`src/rtl/rxf_pkg.sv`:
```
package rxf_pkg;
  localparam int MAC_W     = 48;
  localparam int HASH_BITS = 6;
  localparam int HASH_SIZE = 1 << HASH_BITS;
  localparam logic [31:0] CRC_POLY_R = 32'hEDB88320;

  function automatic logic [HASH_BITS-1:0] group_hash(input logic [MAC_W-1:0] da);
    logic [31:0] acc;
    logic        fb;
    acc = '1;
    for (int b = 0; b < MAC_W/8; b++) begin
      for (int k = 0; k < 8; k++) begin
        fb  = acc[0] ^ da[MAC_W-1-8*b-7+k];
        acc = acc >> 1;
        if (fb) acc = acc ^ CRC_POLY_R;
      end
    end
    return acc[31 -: HASH_BITS];
  endfunction
endpackage

```
`src/rtl/rxf_hold_line.sv`:
```
module rxf_hold_line #(
  parameter int W     = 8,
  parameter int DEPTH = 6
) (
  input  logic             clk,
  input  logic             rst_n,
  input  logic             shift_en,
  input  logic [W-1:0]     din,
  output logic [DEPTH*W-1:0] taps
);
  logic [W-1:0] stage [DEPTH];

  for (genvar i = 0; i < DEPTH; i++) begin : g_stage
    if (i == DEPTH-1) begin : g_tail
      always_ff @(posedge clk or negedge rst_n)
        if (!rst_n)        stage[i] <= '0;
        else if (shift_en) stage[i] <= din;
    end else begin : g_body
      always_ff @(posedge clk or negedge rst_n)
        if (!rst_n)        stage[i] <= '0;
        else if (shift_en) stage[i] <= stage[i+1];
    end
    assign taps[i*W +: W] = stage[i];
  end
endmodule

```
`src/rtl/rxf_match.sv`:
```
module rxf_match
  import rxf_pkg::*;
(
  input  logic [MAC_W-1:0]     da,
  input  logic [MAC_W-1:0]     station_addr,
  input  logic [HASH_SIZE-1:0] hash_table,
  input  logic                 acc_all,
  input  logic                 acc_ucast,
  input  logic                 acc_mcast,
  input  logic                 acc_hash,
  output logic                 hit
);
  logic                 group_bit;
  logic [HASH_BITS-1:0] idx;

  assign group_bit = da[MAC_W-8];
  assign idx       = group_hash(da);

  always_comb begin
    hit = acc_all;
    if (acc_ucast && (da == station_addr))          hit = 1'b1;
    if (acc_mcast && group_bit)                     hit = 1'b1;
    if (acc_hash && group_bit && hash_table[idx])   hit = 1'b1;
  end
endmodule

```
`src/rtl/rx_addr_filter.sv`:
```
module rx_addr_filter
  import rxf_pkg::*;
#(
  parameter int CRC_BYTES = 4,
  parameter int MIN_LEN   = 14,
  parameter int LEN_W     = 16
) (
  input  logic                 clk,
  input  logic                 rst_n,
  input  logic                 s_valid,
  output logic                 s_ready,
  input  logic [7:0]           s_data,
  input  logic                 s_sof,
  input  logic                 s_eof,
  input  logic                 s_crc_ok,
  output logic                 m_valid,
  input  logic                 m_ready,
  output logic [7:0]           m_data,
  output logic                 m_sof,
  output logic                 m_eof,
  output logic                 m_discard,
  input  logic [MAC_W-1:0]     station_addr,
  input  logic [HASH_SIZE-1:0] hash_table,
  input  logic                 rx_en,
  input  logic                 acc_all,
  input  logic                 acc_ucast,
  input  logic                 acc_mcast,
  input  logic                 acc_hash,
  input  logic                 strip_crc
);
  localparam int HOLD   = MAC_W / 8;
  localparam int FILL_W = $clog2(HOLD + 1);
  localparam logic [FILL_W-1:0] FILL_FULL = FILL_W'(HOLD);
  localparam logic [FILL_W-1:0] FILL_LAST = FILL_W'(HOLD - 1);
  localparam logic [FILL_W-1:0] DRAIN_STRIP = FILL_W'(HOLD - CRC_BYTES);
  localparam logic [LEN_W-1:0]  LEN_MAX = '1;

  logic              busy, draining, pass, bad_q, sof_pend, en_frame, strip_frame;
  logic [FILL_W-1:0] fill, drain_left;
  logic [LEN_W-1:0]  len, len_next;
  logic [HOLD*8-1:0] taps;
  logic [MAC_W-1:0]  cand_da;
  logic              hit, full, run_out, in_fire, out_fire, shift_en, pass_next;

  rxf_hold_line #(.W(8), .DEPTH(HOLD)) u_line (
    .clk(clk), .rst_n(rst_n), .shift_en(shift_en), .din(s_data), .taps(taps)
  );

  always_comb begin
    for (int i = 0; i < HOLD-1; i++)
      cand_da[(HOLD-1-i)*8 +: 8] = taps[(i+1)*8 +: 8];
    cand_da[7:0] = s_data;
  end

  rxf_match u_match (
    .da(cand_da), .station_addr(station_addr), .hash_table(hash_table),
    .acc_all(acc_all), .acc_ucast(acc_ucast), .acc_mcast(acc_mcast),
    .acc_hash(acc_hash), .hit(hit)
  );

  assign full      = (fill == FILL_FULL);
  assign run_out   = !draining && busy && !s_sof && s_valid && full && pass;
  assign s_ready   = !draining && (!run_out || m_ready);
  assign m_valid   = draining || run_out;
  assign m_data    = taps[7:0];
  assign m_sof     = m_valid && sof_pend;
  assign m_eof     = draining && (drain_left == FILL_W'(1));
  assign m_discard = m_eof && bad_q;
  assign in_fire   = s_valid && s_ready;
  assign out_fire  = m_valid && m_ready;
  assign shift_en  = in_fire || (draining && out_fire);

  assign len_next  = s_sof ? LEN_W'(1) : ((len == LEN_MAX) ? len : len + LEN_W'(1));
  assign pass_next = s_sof ? 1'b0
                   : (busy && fill == FILL_LAST) ? (hit && en_frame) : pass;

  always_ff @(posedge clk or negedge rst_n) begin
    if (!rst_n) begin
      busy <= 1'b0; draining <= 1'b0; pass <= 1'b0; bad_q <= 1'b0;
      sof_pend <= 1'b0; en_frame <= 1'b0; strip_frame <= 1'b0;
      fill <= '0; drain_left <= '0; len <= '0;
    end else if (draining) begin
      if (out_fire) begin
        sof_pend   <= 1'b0;
        drain_left <= drain_left - FILL_W'(1);
        if (drain_left == FILL_W'(1)) begin
          draining <= 1'b0;
          fill     <= '0;
        end
      end
    end else if (in_fire && (busy || s_sof)) begin
      len  <= len_next;
      pass <= pass_next;
      if (s_sof) begin
        fill        <= FILL_W'(1);
        en_frame    <= rx_en;
        strip_frame <= strip_crc;
        sof_pend    <= 1'b1;
      end else if (!full) begin
        fill <= fill + FILL_W'(1);
      end
      if (run_out) sof_pend <= 1'b0;
      if (s_eof) begin
        busy  <= 1'b0;
        bad_q <= !s_crc_ok || (len_next < LEN_W'(MIN_LEN));
        if (pass_next) begin
          draining   <= 1'b1;
          drain_left <= (s_sof ? strip_crc : strip_frame) ? DRAIN_STRIP : FILL_FULL;
        end else begin
          fill <= '0;
        end
      end else begin
        busy <= 1'b1;
      end
    end
  end
endmodule

```
`config.mk`:
```
export PLATFORM = sky130hd
export DESIGN_NAME = rx_addr_filter
export DESIGN_NICKNAME = d
export VERILOG_FILES = /design/src/rtl/rxf_pkg.sv /design/src/rtl/rxf_hold_line.sv /design/src/rtl/rxf_match.sv /design/src/rtl/rx_addr_filter.sv
export SDC_FILE = /design/constraint.sdc
export NUM_CORES = 1
export LEC_CHECK = 0
export BUFFER_PORTS_ARGS = -buffer_cell sky130_fd_sc_hd__buf_2
export CAP_MARGIN = 20
export CELL_PAD_IN_SITES_DETAIL_PLACEMENT = 0
export CELL_PAD_IN_SITES_GLOBAL_PLACEMENT = 1
export CORE_ASPECT_RATIO = 0.8
export CORE_UTILIZATION = 44
export CTS_CLUSTER_DIAMETER = 150
export DETAILED_ROUTE_END_ITERATION = 10
export PLACE_DENSITY_LB_ADDON = 0.1
export SLEW_MARGIN = 20
export SYNTH_ARGS = -nofsm -noshare
export SYNTH_HDL_FRONTEND = slang
export SYNTH_HIERARCHICAL = 1
export SYNTH_SLANG_ARGS = --single-unit
```
`constraint.sdc`:
```
create_clock -name clk -period 6.24 [get_ports clk]
set_input_delay 0.624 -clock clk [delete_from_list [all_inputs] [get_ports clk]]
set_output_delay 0.624 -clock clk [all_outputs]
set_load 0.05 [all_outputs]
```
# Word level (Yosys, flattened, before mapping)

Cells that the tools add are included.

$add $sub $neg: 3
Reduce and logical (&&, ||, !) cells: 38
Bitwise logic cells: 95
$lt $le $gt $ge: 2
Equality and inequality tests: 7
Muxes and demuxes: 84

Operator list:

| operator                | count |
|---|---|
| $mux W32                | 48 |
| $not A13 Y14            | 47 |
| $eq A48 B48 Y1          | 1 |
| $xor A1 B1 Y1           | 47 |
| $mux W3                 | 14 |
| $mux W16                | 2 |
| $logic_and A1 B1 Y1     | 19 |
| $mux W1                 | 19 |
| $add A16 B1 Y16 const B | 1 |
| $eq A16 B16 Y1 const B  | 1 |
| $lt A16 B4 Y1 const B   | 1 |
| $reduce_and A3 Y1       | 4 |
| $lt A6 B7 Y1 const B    | 1 |
| $bmux W1 S6             | 1 |
| $eq A3 B3 Y1 const B    | 2 |
| $reduce_bool A2 Y1      | 3 |
| $logic_or A1 B1 Y1      | 5 |
| $logic_not A1 Y1        | 4 |
| $ne A2 B1 Y1 const B    | 2 |
| $reduce_and A4 Y1       | 1 |
| $add A3 B1 Y3 const B   | 1 |
| $eq A3 B1 Y1 const B    | 1 |
| $reduce_bool A3 Y1      | 1 |
| $sub A3 B1 Y3 const B   | 1 |
| 2 further kinds         | 2 |

Logic and storage cells: 245
Output and inout bits: 13
Input bits: 133
Bits in registers: 77

# Longest topological paths before layout

Gate-level depths: netlist of run 1.

Depth in word-level cells: 106
Depth in mapped cells: 20
Gate-level depth less buffers: 18

# Modules after synthesis

The synthesis of run 1 kept the hierarchy.

By module, submodules not included:

| module         | area an instance (sq um) | times used | cells an instance | sequential area each (sq um) |
|---|---|---|---|---|
| rxf_match      | 3221.8                   | 1          | 297               | 0.0 |
| rx_addr_filter | 2001.9                   | 1          | 236               | 725.7 |
| rxf_hold_line  | 1860.5                   | 1          | 101               | 1201.2 |

# Worst setup path before layout of run 1

Ideal clock, no wire load.

Path kind: register -> register
Start: register u_line.stage, in the netlist u_line/taps[10]
End: register drain_left[1]
Setup slack: 1.036 ns
Data arrival time: 5.075 ns
Setup time: 0.129 ns
Clock period less this slack: 5.204 ns
Stages on the path, launching flop included: 21
Buffers on the path: 2
Cells stage by stage: dfrtp_1 buf_4 xnor3_1 xor2_1 xnor3_1 xnor3_1 xor2_1 nor2_1 nor2_1 buf_2 mux4_2 a32oi_1 o311ai_1 a211oi_1 o221ai_1 and2_1 mux2i_1 nor2_1 and3_1 o21ai_0 o21ai_0

Longest elaborated chain between the ends: 75
Elaborated cells on any way between the ends: 137
Classes of those cells: eq/ne: 1; mux: 53; bitwise: 78; reduce/logical: 5

Ends and longest elaborated chain:

| what                                                              | RTL line              | RTL |
|---|---|---|
| start, declared                                                   | rxf_hold_line.sv:11   | `logic [W-1:0] stage [DEPTH];` |
| start signal, assigned by index                                   | rxf_hold_line.sv:21   | `else if (shift_en) stage[i] <= stage[i+1];` |
| parallel branches: the longest is 69 deep, another holds $mux W32 | --                    |  |
| $mux W1 (*)                                                       | rxf_match.sv:23       | `if (acc_hash && group_bit && hash_table[idx]) hit = 1'b1;` |
| via hit                                                           | rx_addr_filter.sv:43  | `logic hit, full, run_out, in_fire, out_fire, shift_en, pass_next;` |
| $logic_and A1 B1 Y1 (*)                                           | rx_addr_filter.sv:75  | `: (busy && fill == FILL_LAST) ? (hit && en_frame) : pass;` |
| $mux W1 (*)                                                       | rx_addr_filter.sv:75  |  |
| $mux W1 (*)                                                       | rx_addr_filter.sv:74  | `assign pass_next = s_sof ? 1'b0` |
| $reduce_bool A2 Y1 (no line) (*)                                  | --                    |  |
| $reduce_and A4 Y1 (no line) (*)                                   | --                    |  |
| end signal, assigned                                              | rx_addr_filter.sv:85  | `drain_left <= drain_left - FILL_W'(1);` |
| end signal, assigned                                              | rx_addr_filter.sv:108 | `drain_left <= (s_sof ? strip_crc : strip_frame) ? DRAIN_STRIP : FILL_FULL;` |
| end, declared                                                     | rx_addr_filter.sv:39  | `logic [FILL_W-1:0] fill, drain_left;` |

Mark *: on every way through the listed nets, which the timed path passes. The select of a mux whose other input is x is not followed.
A chain may end at the register's enable or synchronous reset.

# Worst setup path after layout of run 1

Start: register u_line.stage, in the netlist u_line/taps[13]
End: register drain_left[1]

Longest elaborated chain between the ends: 71
Elaborated cells on any way between the ends: 128
Classes of those cells: eq/ne: 1; mux: 50; bitwise: 72; reduce/logical: 5

Ends and longest elaborated chain:

| what                                                  | RTL line             | RTL |
|---|---|---|
| $xor A1 B1 Y1                                         | rxf_pkg.sv:13        | `fb = acc[0] ^ da[MAC_W-1-8*b-7+k];` |
| $mux W32                                              | rxf_pkg.sv:15        | `if (fb) acc = acc ^ CRC_POLY_R;` |
| $mux W32 or $not A13 Y14 (tied branches)              | --                   |  |
| $mux W32                                              | rxf_pkg.sv:15        |  |
| $mux W32 or $not A13 Y14 (tied branches) (2 in a row) | --                   |  |
| $mux W32                                              | rxf_pkg.sv:15        |  |
| $xor A1 B1 Y1 or $not A13 Y14 (tied branches)         | --                   |  |
| $mux W32                                              | rxf_pkg.sv:15        |  |
| (+55 left out)                                        | --                   |  |
| $logic_and A1 B1 Y1                                   | rxf_match.sv:23      |  |
| $mux W1 (*)                                           | rxf_match.sv:23      |  |
| via hit                                               | rx_addr_filter.sv:43 |  |
| $logic_and A1 B1 Y1 (*)                               | rx_addr_filter.sv:75 |  |
| $mux W1 (*)                                           | rx_addr_filter.sv:75 |  |
| $mux W1 (*)                                           | rx_addr_filter.sv:74 |  |
| $reduce_bool A2 Y1 (no line) (*)                      | --                   |  |
| $reduce_and A4 Y1 (no line) (*)                       | --                   |  |

The timed path passes the listed nets; every way through them passes the cells marked *. The select of a mux whose other input is x is not followed.

==> results of run 1 <==
-- stage by stage --
| stage | utilization | cells | cell area, um^2 | hold WS [ns] | setup slack [ns] |
|---|---|---|---|---|---|
| final | 0.5259 | 986 | 8283 | 0.3089 | 0.5180 |
| after detailed placement | 0.5045 | 970 | 7945 | 0.4719 | 0.4678 |
| after CTS | 0.5257 | 986 | 8279 | 0.4767 | 0.4469 |
| after global placement | 0.5045 | 970 | 7945 | 0.4615 | 0.6687 |
| after floorplan | - | 634 | 7084 | 0.3284 | 1.036 |
| after global routing | 0.5259 | 986 | 8283 | 0.3677 | 0.03640 |
-- sequential cells by signal (all words and copies together) (netlist names) --
register,flops
bad_q,1
busy,1
drain_left,3
draining,1
en_frame,1
fill,3
len,16
pass,1
sof_pend,1
strip_frame,1
u_line/taps,48
-- kinds of logic (layout without fill, tap and decap cells) --
group | after synthesis | in the layout | synth area share
multiplexers | 78 | 78 | 0.1515
buffers and inverters | 41 | 178 | 0.03179
flip-flops | 77 | 77 | 0.2720
AND/OR/NAND/NOR | 154 | 154 | 0.1189
adder cells (fa/ha/maj) | 6 | 6 | 0.01060
XOR/XNOR | 183 | 183 | 0.3260
AO/OA/AOI/OAI | 95 | 95 | 0.08919
-- synth_stat cells, types with 3 or more instances --
| cell | number |
|---|---|
| a21oi_1 | 17 |
| a22o_1 | 4 |
| a31oi_1 | 7 |
| and2_1 | 6 |
| and3_1 | 6 |
| buf_2 | 15 |
| buf_4 | 6 |
| buf_6 | 4 |
| clkbuf_1 | 5 |
| dfrtp_1 | 77 |
| ha_1 | 6 |
| inv_1 | 11 |
| mux2_2 | 30 |
| mux2_4 | 21 |
| mux2i_1 | 15 |
| mux4_2 | 12 |
| nand2_1 | 39 |
| nand2b_1 | 3 |
| nand3_1 | 31 |
| nand4_1 | 10 |
| nor2_1 | 23 |
| nor2b_1 | 4 |
| nor3_1 | 5 |
| nor4_1 | 9 |
| o21a_1 | 4 |
| o21ai_0 | 25 |
| o22ai_1 | 5 |
| o31ai_1 | 6 |
| xnor2_1 | 90 |
| xnor2_2 | 3 |
| xnor3_1 | 37 |
| xor2_1 | 42 |
| xor3_1 | 5 |
-- worst paths after layout --
check	to	slack [ns]	cells past startpoint	start
min	u_line/taps[26]	0.31	1	rst_n
min in group clk	strip_frame	0.48	2	strip_frame
max in group asynchronous	busy	5.44	1	rst_n
min reg2reg	strip_frame	0.48	2	strip_frame
max	drain_left[1]	0.52	18	u_line/taps[13]
max reg2reg	drain_left[1]	0.52	18	u_line/taps[13]
-- critical path: cells and delay by family (launching register included) --
kind | cells | cell delay, ns
AOI/OAI and AO/OA | 6 | 1.10
xor gates and xnor gates | 6 | 2.45
DFF | 1 | 0.61
muxes | 2 | 0.52
and+or+nand+nor | 4 | 0.93
-- layout make-up --
type,instances,area (um^2),share of cell area
Tap cell,215,269.0,0.03248
Inverter,11,41.29,0.004985
Clock buffer,11,252.7,0.03051
Timing Repair Buffer,151,777.0,0.09381
Multi-Input combinational cell,516,4935,0.5958
Sequential cell,77,1927,0.2326
Clock inverter,5,81.33,0.009819
-- metal layers --
metal / wire length [um] / part of all wire / up-vias
li1: - / - / 2575
met1: 9620 / 0.51 / 2609
met2: 7719 / 0.41 / 178
met3: 1195 / 0.064 / 14
met4: 204 / 0.011 / 0
met5: 0 / 0 / -
==> metrics.txt, run 1 <==
H-tree levels=3; number of synthesized flops with an enable pin=0; fin crit share=0.9170; layout cell share with drive strength beyond 1=0.3268; critical path class=reg2reg; clock-pin slew on the worst setup and hold paths=roughly 0.070 ns; clock skew=0.008624 ns; worst min-delay path category=in2async; filler cell count in the final layout=~1400; max-cap violations=0; GR peak layer=met1; # resized after CTS=0; RePlAce Congestion=about 0.88; Syn Nets=between 700 and 800; minimum clock period=between 5 and 6 ns; Slew @ Worst Pin=1.059 ns; largest area contributor in the netlist=dfrtp_1; Starting Density=0.4498; router iterations before antenna repair=4; final setup violation count=0; largest net degree at the start of global routing=between 70 and 80; first-pass GRT wire length=a little under 30 mm; DRC violations left=0; Via density=~5.5; PortBufs=between 100 and 150; via count=roughly 5400; highest achievable clock rate=174.8 MHz; cts bufs inserted=9; YS warnings=6; syn avg cell area=around 11 um^2; largest cells by area after synthesis=dfrtp_1 (27%), xnor3_1 (12%), xnor2_1 (11%); met1 usage=0.3740; Routed WL=18.74 mm; die width=approximately 140 um; row count=41; Max Slew Vio Count=0; Overflow after GRT=0; Total GRT Usage=0.2362; initial antenna violation count=0; mapped cell area=7084 um^2; hold_buf cts=0; Clock Latency Late Sink=approximately 0.34 ns; per-cell routed wire length=approximately 19 um; met3 usage=0.03554; synthesis-stage register bit count=77; Seq/Total Area, Yosys=0.2720; most frequent cells in the layout=buf_2 (144), xnor2_1 (90), dfrtp_1 (77), xor2_1 (42), nand2_1 (38); Synth Flop Type=dfrtp_1; CTS tree=yes; worst path required time=6.47 ns; post-synth top area share=0.2720; synth unique cells=68; CP cell instances=xnor3_2 -> xnor2_2 -> xor2_1 -> xor3_2 -> xnor3_1 -> xor3_2 -> mux2_4 -> a22o_1 -> o22ai_1 -> or3b_1 -> a211oi_1 -> o221ai_1 -> and2_1 -> mux2i_1 -> nor2_1 -> and3_1 -> o21ai_0 -> o21ai_0; asr flop ratio synth=1.000; Die Ht=115.5 um; Cells after Synth=634; DP HPWL=14.76 mm; RSZ-0062 raised after global routing=false; CTS root buffer=clkbuf_16; starting DRC count in detailed routing=304; met2 usage=0.3359; CTS sink cnt=between 70 and 80; Setup Fix Bufs, Post-CTS=0; clk buf depth=2; # diodes=0; Slew HR=0.2941; Critical Path Max Stage Delay=~0.6 ns; CP max FO=8; Final nets=between 900 and 1000; Final ANT Viol Nets=0; synth-to-layout area growth=16.92%; Die ar.=16620 um^2; Core Region=roughly 16000 um^2; Critical Path Slowest Stage Cell=dfrtp_1; WP data arrival=between 5 and 6 ns; final hold vios=0; # IOs=around 150; most common cell after layout, fill and taps aside=buf_2; crit end category=flip-flop; status=finished clean; setup TNS=0 ns; vias in the first global route=about 5200; startpoint type of the worst setup path=flip-flop
Power of run 1 is not shown: default switching activity piles up to over one toggle a cycle in this logic, so the estimate is an artifact.
==> run 2, diff against run 1 <==
- PLACE_DENSITY: default -> 0.79
- PLACE_DENSITY_LB_ADDON: 0.1 -> default
==> metrics.txt, run 2 (synthesis results as in run 1) <==
CP max FO=10 (was 8); worst path required time=6.46 ns (was 6.47 ns); Total GRT Usage=0.2315 (was 0.2362); worst min-delay path category=in2async (unchanged); Die ar.=16620 um^2 (unchanged); crit end category=flip-flop (unchanged); H-tree levels=3 (unchanged); PortBufs=145 (unchanged); DP HPWL=14.22 mm (was 14.76 mm); Die Ht=115.5 um (unchanged); RSZ-0062 raised after global routing=false (unchanged); highest achievable clock rate=170.4 MHz (was 174.8 MHz); # diodes=0 (unchanged); Starting Density=0.4498 (unchanged); CTS root buffer=clkbuf_16 (unchanged); via count=5440 (was 5376); WHS=0.3017 ns (was 0.3089 ns); minimum clock period=5.867 ns (was 5.722 ns); most frequent cells in the layout=buf_2 (144), xnor2_1 (89), dfrtp_1 (76), xor2_1 (41), nand2_1 (38) (was buf_2 (144), xnor2_1 (90), dfrtp_1 (77), xor2_1 (42), nand2_1 (38)); Overflow after GRT=0 (unchanged); Slew HR=0.3663 (was 0.2941); synth-to-layout area growth=16.90% (was 16.92%); WP data arrival=6.09 ns (was 5.95 ns); CTS sink cnt=77 (unchanged); max reg flops=48 (unchanged); die width=143.9 um (unchanged); DRC violations left=0 (unchanged); setup TNS=0 ns (unchanged); clock-pin slew on the worst setup and hold paths=0.06 ns (was 0.07 ns); critical path class=reg2reg (unchanged); hold_buf cts=0 (unchanged); per-cell routed wire length=18.43 um (was 19.01 um); Setup Fix Bufs, Post-CTS=0 (unchanged); router iterations before antenna repair=5 (was 4); most common cell after layout, fill and taps aside=buf_2 (unchanged); startpoint type of the worst setup path=flip-flop (unchanged); fin crit share=0.9403 (was 0.9170); clock skew=0.008027 ns (was 0.008624 ns); RePlAce Congestion=0.9024 (was 0.8844); Slew @ Worst Pin=0.9504 ns (was 1.059 ns); max-cap violations=0 (unchanged); vias in the first global route=5304 (was 5173); first-pass GRT wire length=28.81 mm (was 29.21 mm); # IOs=146 (unchanged); Routed WL=18.15 mm (was 18.74 mm); Final nets=904 (was 905); starting DRC count in detailed routing=402 (was 304); Clock Latency Late Sink=0.35 ns (was 0.34 ns); Final ANT Viol Nets=0 (unchanged); final hold vios=0 (unchanged); cts bufs inserted=9 (unchanged); Via density=5.523 (was 5.452); initial antenna violation count=0 (unchanged); row count=41 (unchanged); Core Region=15750 um^2 (unchanged); CTS tree=yes (unchanged); Max Slew Vio Count=0 (unchanged); final setup violation count=0 (unchanged); status=finished clean (unchanged); largest net degree at the start of global routing=78 (unchanged); layout cell share with drive strength beyond 1=0.3299 (was 0.3268); clk buf depth=2 (unchanged)
## run 2: timing repair
item / 4_1_cts / 5_1_grt
gates resized for setup: 0 / 3
endpoints found under the hold margin: 0 / 0
setup endpoints to repair: 0 / 1
## run 2: critical path, stage by stage, from the launching register on
cell and delay (ns):
dfrtp_1 0.60, xnor3_1 0.54, xor2_1 0.32, xnor3_1 0.50, xnor3_1 0.56, xnor3_1 0.56
xor2_1 0.29, xnor3_1 0.50, or3b_1 0.42, a211oi_1 0.28, o221ai_1 0.15, and2_1 0.22
mux2i_1 0.18, nor2_1 0.11, and3_1 0.23, o21ai_0 0.16, o21ai_0 0.11
## run 2: worst paths after layout
| check | from | end | slack (ns) | cells past startpoint |
|---|---|---|---|---|
| min reg2reg | strip_frame | strip_frame | 0.48 | 2 |
| max reg2reg | u_line/taps[10] | drain_left[1] | 0.37 | 16 |
| max in group asynchronous | rst_n | u_line/taps[13] | 5.42 | 1 |
| max | u_line/taps[10] | drain_left[1] | 0.37 | 16 |
| min | rst_n | len[8] | 0.30 | 1 |
| min in group clk | strip_frame | strip_frame | 0.48 | 2 |
## run 2: routing by layer
metal	global-route usage	wire length, um	vias up
met3	0.05165	1224	17
met1	0.3326	8661	2643
met5	0	0	-
li1	-	-	2570
met4	0.04610	170	0
met2	0.3594	8097	210
## run 2: through the flow
step	area [um^2]	util	std cells	setup WS, ns
global route	8282	0.5259	985	0.02826
finish	8282	0.5259	985	0.3727
floorplan	7084	-	634	1.036
CTS	8262	0.5246	985	0.4455
global placement	7938	0.5040	969	0.6571
detailed placement	7938	0.5040	969	0.4835
## run 2: layout make-up
class                      count  area, um^2
multi-input combinational    516        4950
clock inverter                 7       98.84
tap                          215       269.0
fill                        1389        7467
timing repair buffer         150       769.5
inverter                      11       41.29
clock buffer                   9       225.2
sequential                    77        1928
Power of run 2 is left out for the same reason.
==> run 3, diff against run 2 <==
- RECOVER_POWER: default -> 25
- SKIP_CTS_REPAIR_TIMING: default -> 1
==> metrics.txt, run 3 (synthesis results as in run 1) <==
clock-pin slew on the worst setup and hold paths=0.06 ns (about the same); Max Slew Vio Count=78 (was 0); cts bufs inserted=9 (unchanged); startpoint type of the worst setup path=flip-flop (unchanged); Die ar.=16620 um^2 (unchanged); crit end category=flip-flop (unchanged); R2R Path End=drain_left[1] (unchanged); highest achievable clock rate=170.2 MHz (was 170.4 MHz); worst min-delay path category=reg2reg (was in2async); most common cell after layout, fill and taps aside=buf_2 (unchanged); max reg flops=48 (unchanged); Slew HR=-1.791 (was 0.3663); clock skew=0.008025 ns (was 0.008027 ns); die width=143.9 um (unchanged); Final nets=904 (unchanged); PortBufs=145 (unchanged); # IOs=146 (unchanged); final setup violation count=0 (unchanged); failing checks=max-capacitance violations, max-slew violations; WP data arrival=6.10 ns (was 6.09 ns); top routing layer in use=met4 (unchanged); met3 WL=1.264 mm (was 1.224 mm); CTS root buffer=clkbuf_16 (unchanged); CTS sink cnt=77 (unchanged); H-tree levels=3 (unchanged); max-cap violations=1 (was 0); starting DRC count in detailed routing=402 (unchanged); Clock Latency Late Sink=0.35 ns (about the same); Via density=5.511 (was 5.523); Overflow after GRT=0 (unchanged); Core Region=15750 um^2 (unchanged); clk buf depth=2 (unchanged); worst setup path end=drain_left[1] (unchanged); critical path class=reg2reg (unchanged); Register-to-Register Path Depth=16 (unchanged); minimum clock period=5.876 ns (was 5.867 ns); area of the multi-input gates=4950 um^2 (unchanged); worst path required time=6.46 ns (about the same); initial antenna violation count=0 (unchanged); Seq. cell area=1928 um^2 (unchanged); vias in the first global route=5304 (unchanged); Starting Density=0.4498 (unchanged); via count=5428 (was 5440); largest net degree at the start of global routing=78 (unchanged); per-cell routed wire length=18.45 um (was 18.43 um); DP HPWL=14.22 mm (unchanged); Reg-to-Reg Start=u_line/taps[10] (unchanged); layout cell share with drive strength beyond 1=0.3286 (was 0.3299); router iterations before antenna repair=5 (unchanged); most frequent cells in the layout=buf_2 (144), xnor2_1 (89), dfrtp_1 (76), xor2_1 (41), nand2_1 (38) (unchanged); Final ANT Viol Nets=0 (unchanged); DRC violations left=0 (unchanged); Critical Path Source=u_line/taps[10] (unchanged); first-pass GRT wire length=28.81 mm (unchanged); row count=41 (unchanged); WHS=0.4812 ns (was 0.3017 ns); filler cell count in the final layout=1389 (unchanged); WL met2=8.087 mm (was 8.097 mm); CTS tree=yes (unchanged); Reg2Reg Setup Slack=0.36 ns (was 0.37 ns); Routed WL=18.17 mm (was 18.15 mm); setup TNS=0 ns (unchanged); synth-to-layout area growth=16.80% (was 16.90%); fin crit share=0.9416 (was 0.9403); Metal-1 WL=8.647 mm (was 8.661 mm); status=finished, violations left (was finished clean); # diodes=0 (unchanged); Slew @ Worst Pin=4.186 ns (was 0.9504 ns); Die Ht=115.5 um (unchanged); CP max FO=10 (unchanged); Total GRT Usage=0.2315 (unchanged); final hold vios=0 (unchanged); RePlAce Congestion=0.9024 (unchanged); RSZ-0062 raised after global routing=false (unchanged)
-- run 3: cell type report --
class | count | area share
sequential | 77 | 0.2330
tap | 215 | 0.03251
multi-input combinational | 516 | 0.5982
clock inverter | 7 | 0.01195
inverter | 11 | 0.004990
clock buffer | 9 | 0.02722
timing repair buffer | 150 | 0.09209
-- run 3: layer usage --
layer | global-route usage | vias up
met1 | 0.3326 | 2633
met3 | 0.05165 | 17
met4 | 0.04610 | 0
met2 | 0.3594 | 210
li1 | - | 2568
met5 | 0 | -
-- run 3: worst max-delay path, stage by stage (launching register included) --
cell      delay [ns]
dfrtp_1         0.60
xnor3_1         0.54
xor2_1          0.32
xnor3_1         0.50
xnor3_1         0.56
xnor3_1         0.56
xor2_1          0.29
xnor3_1         0.50
or3b_1          0.42
a211oi_1        0.28
o221ai_1        0.15
and2_1          0.22
mux2i_1         0.17
nor2_1          0.11
and3_1          0.24
o21ai_0         0.16
o21ai_0         0.11
-- run 3: how the worst min path moves through the flow --
stage	start	end	cells after the start
2_1_floorplan	rst_n	bad_q	0
3_3_place_gp	strip_frame	strip_frame	2
3_5_place_dp	strip_frame	strip_frame	2
4_1_cts	rst_n	len[7]	1
5_1_grt	strip_frame	strip_frame	2
6_report	strip_frame	strip_frame	2
-- run 3: stage by stage --
step | instance area [um^2] | setup WS [ns] | instances | util
after CTS | 8262 | 0.4455 | 985 | 0.5246
after global placement | 7938 | 0.6571 | 969 | 0.5040
after detailed placement | 7938 | 0.4835 | 969 | 0.5040
after global routing | 8274 | 0.02826 | 985 | 0.5254
final | 8274 | 0.3644 | 985 | 0.5254
after floorplan | 7084 | 1.036 | 634 | -
Power of run 3 is left out for the same reason.
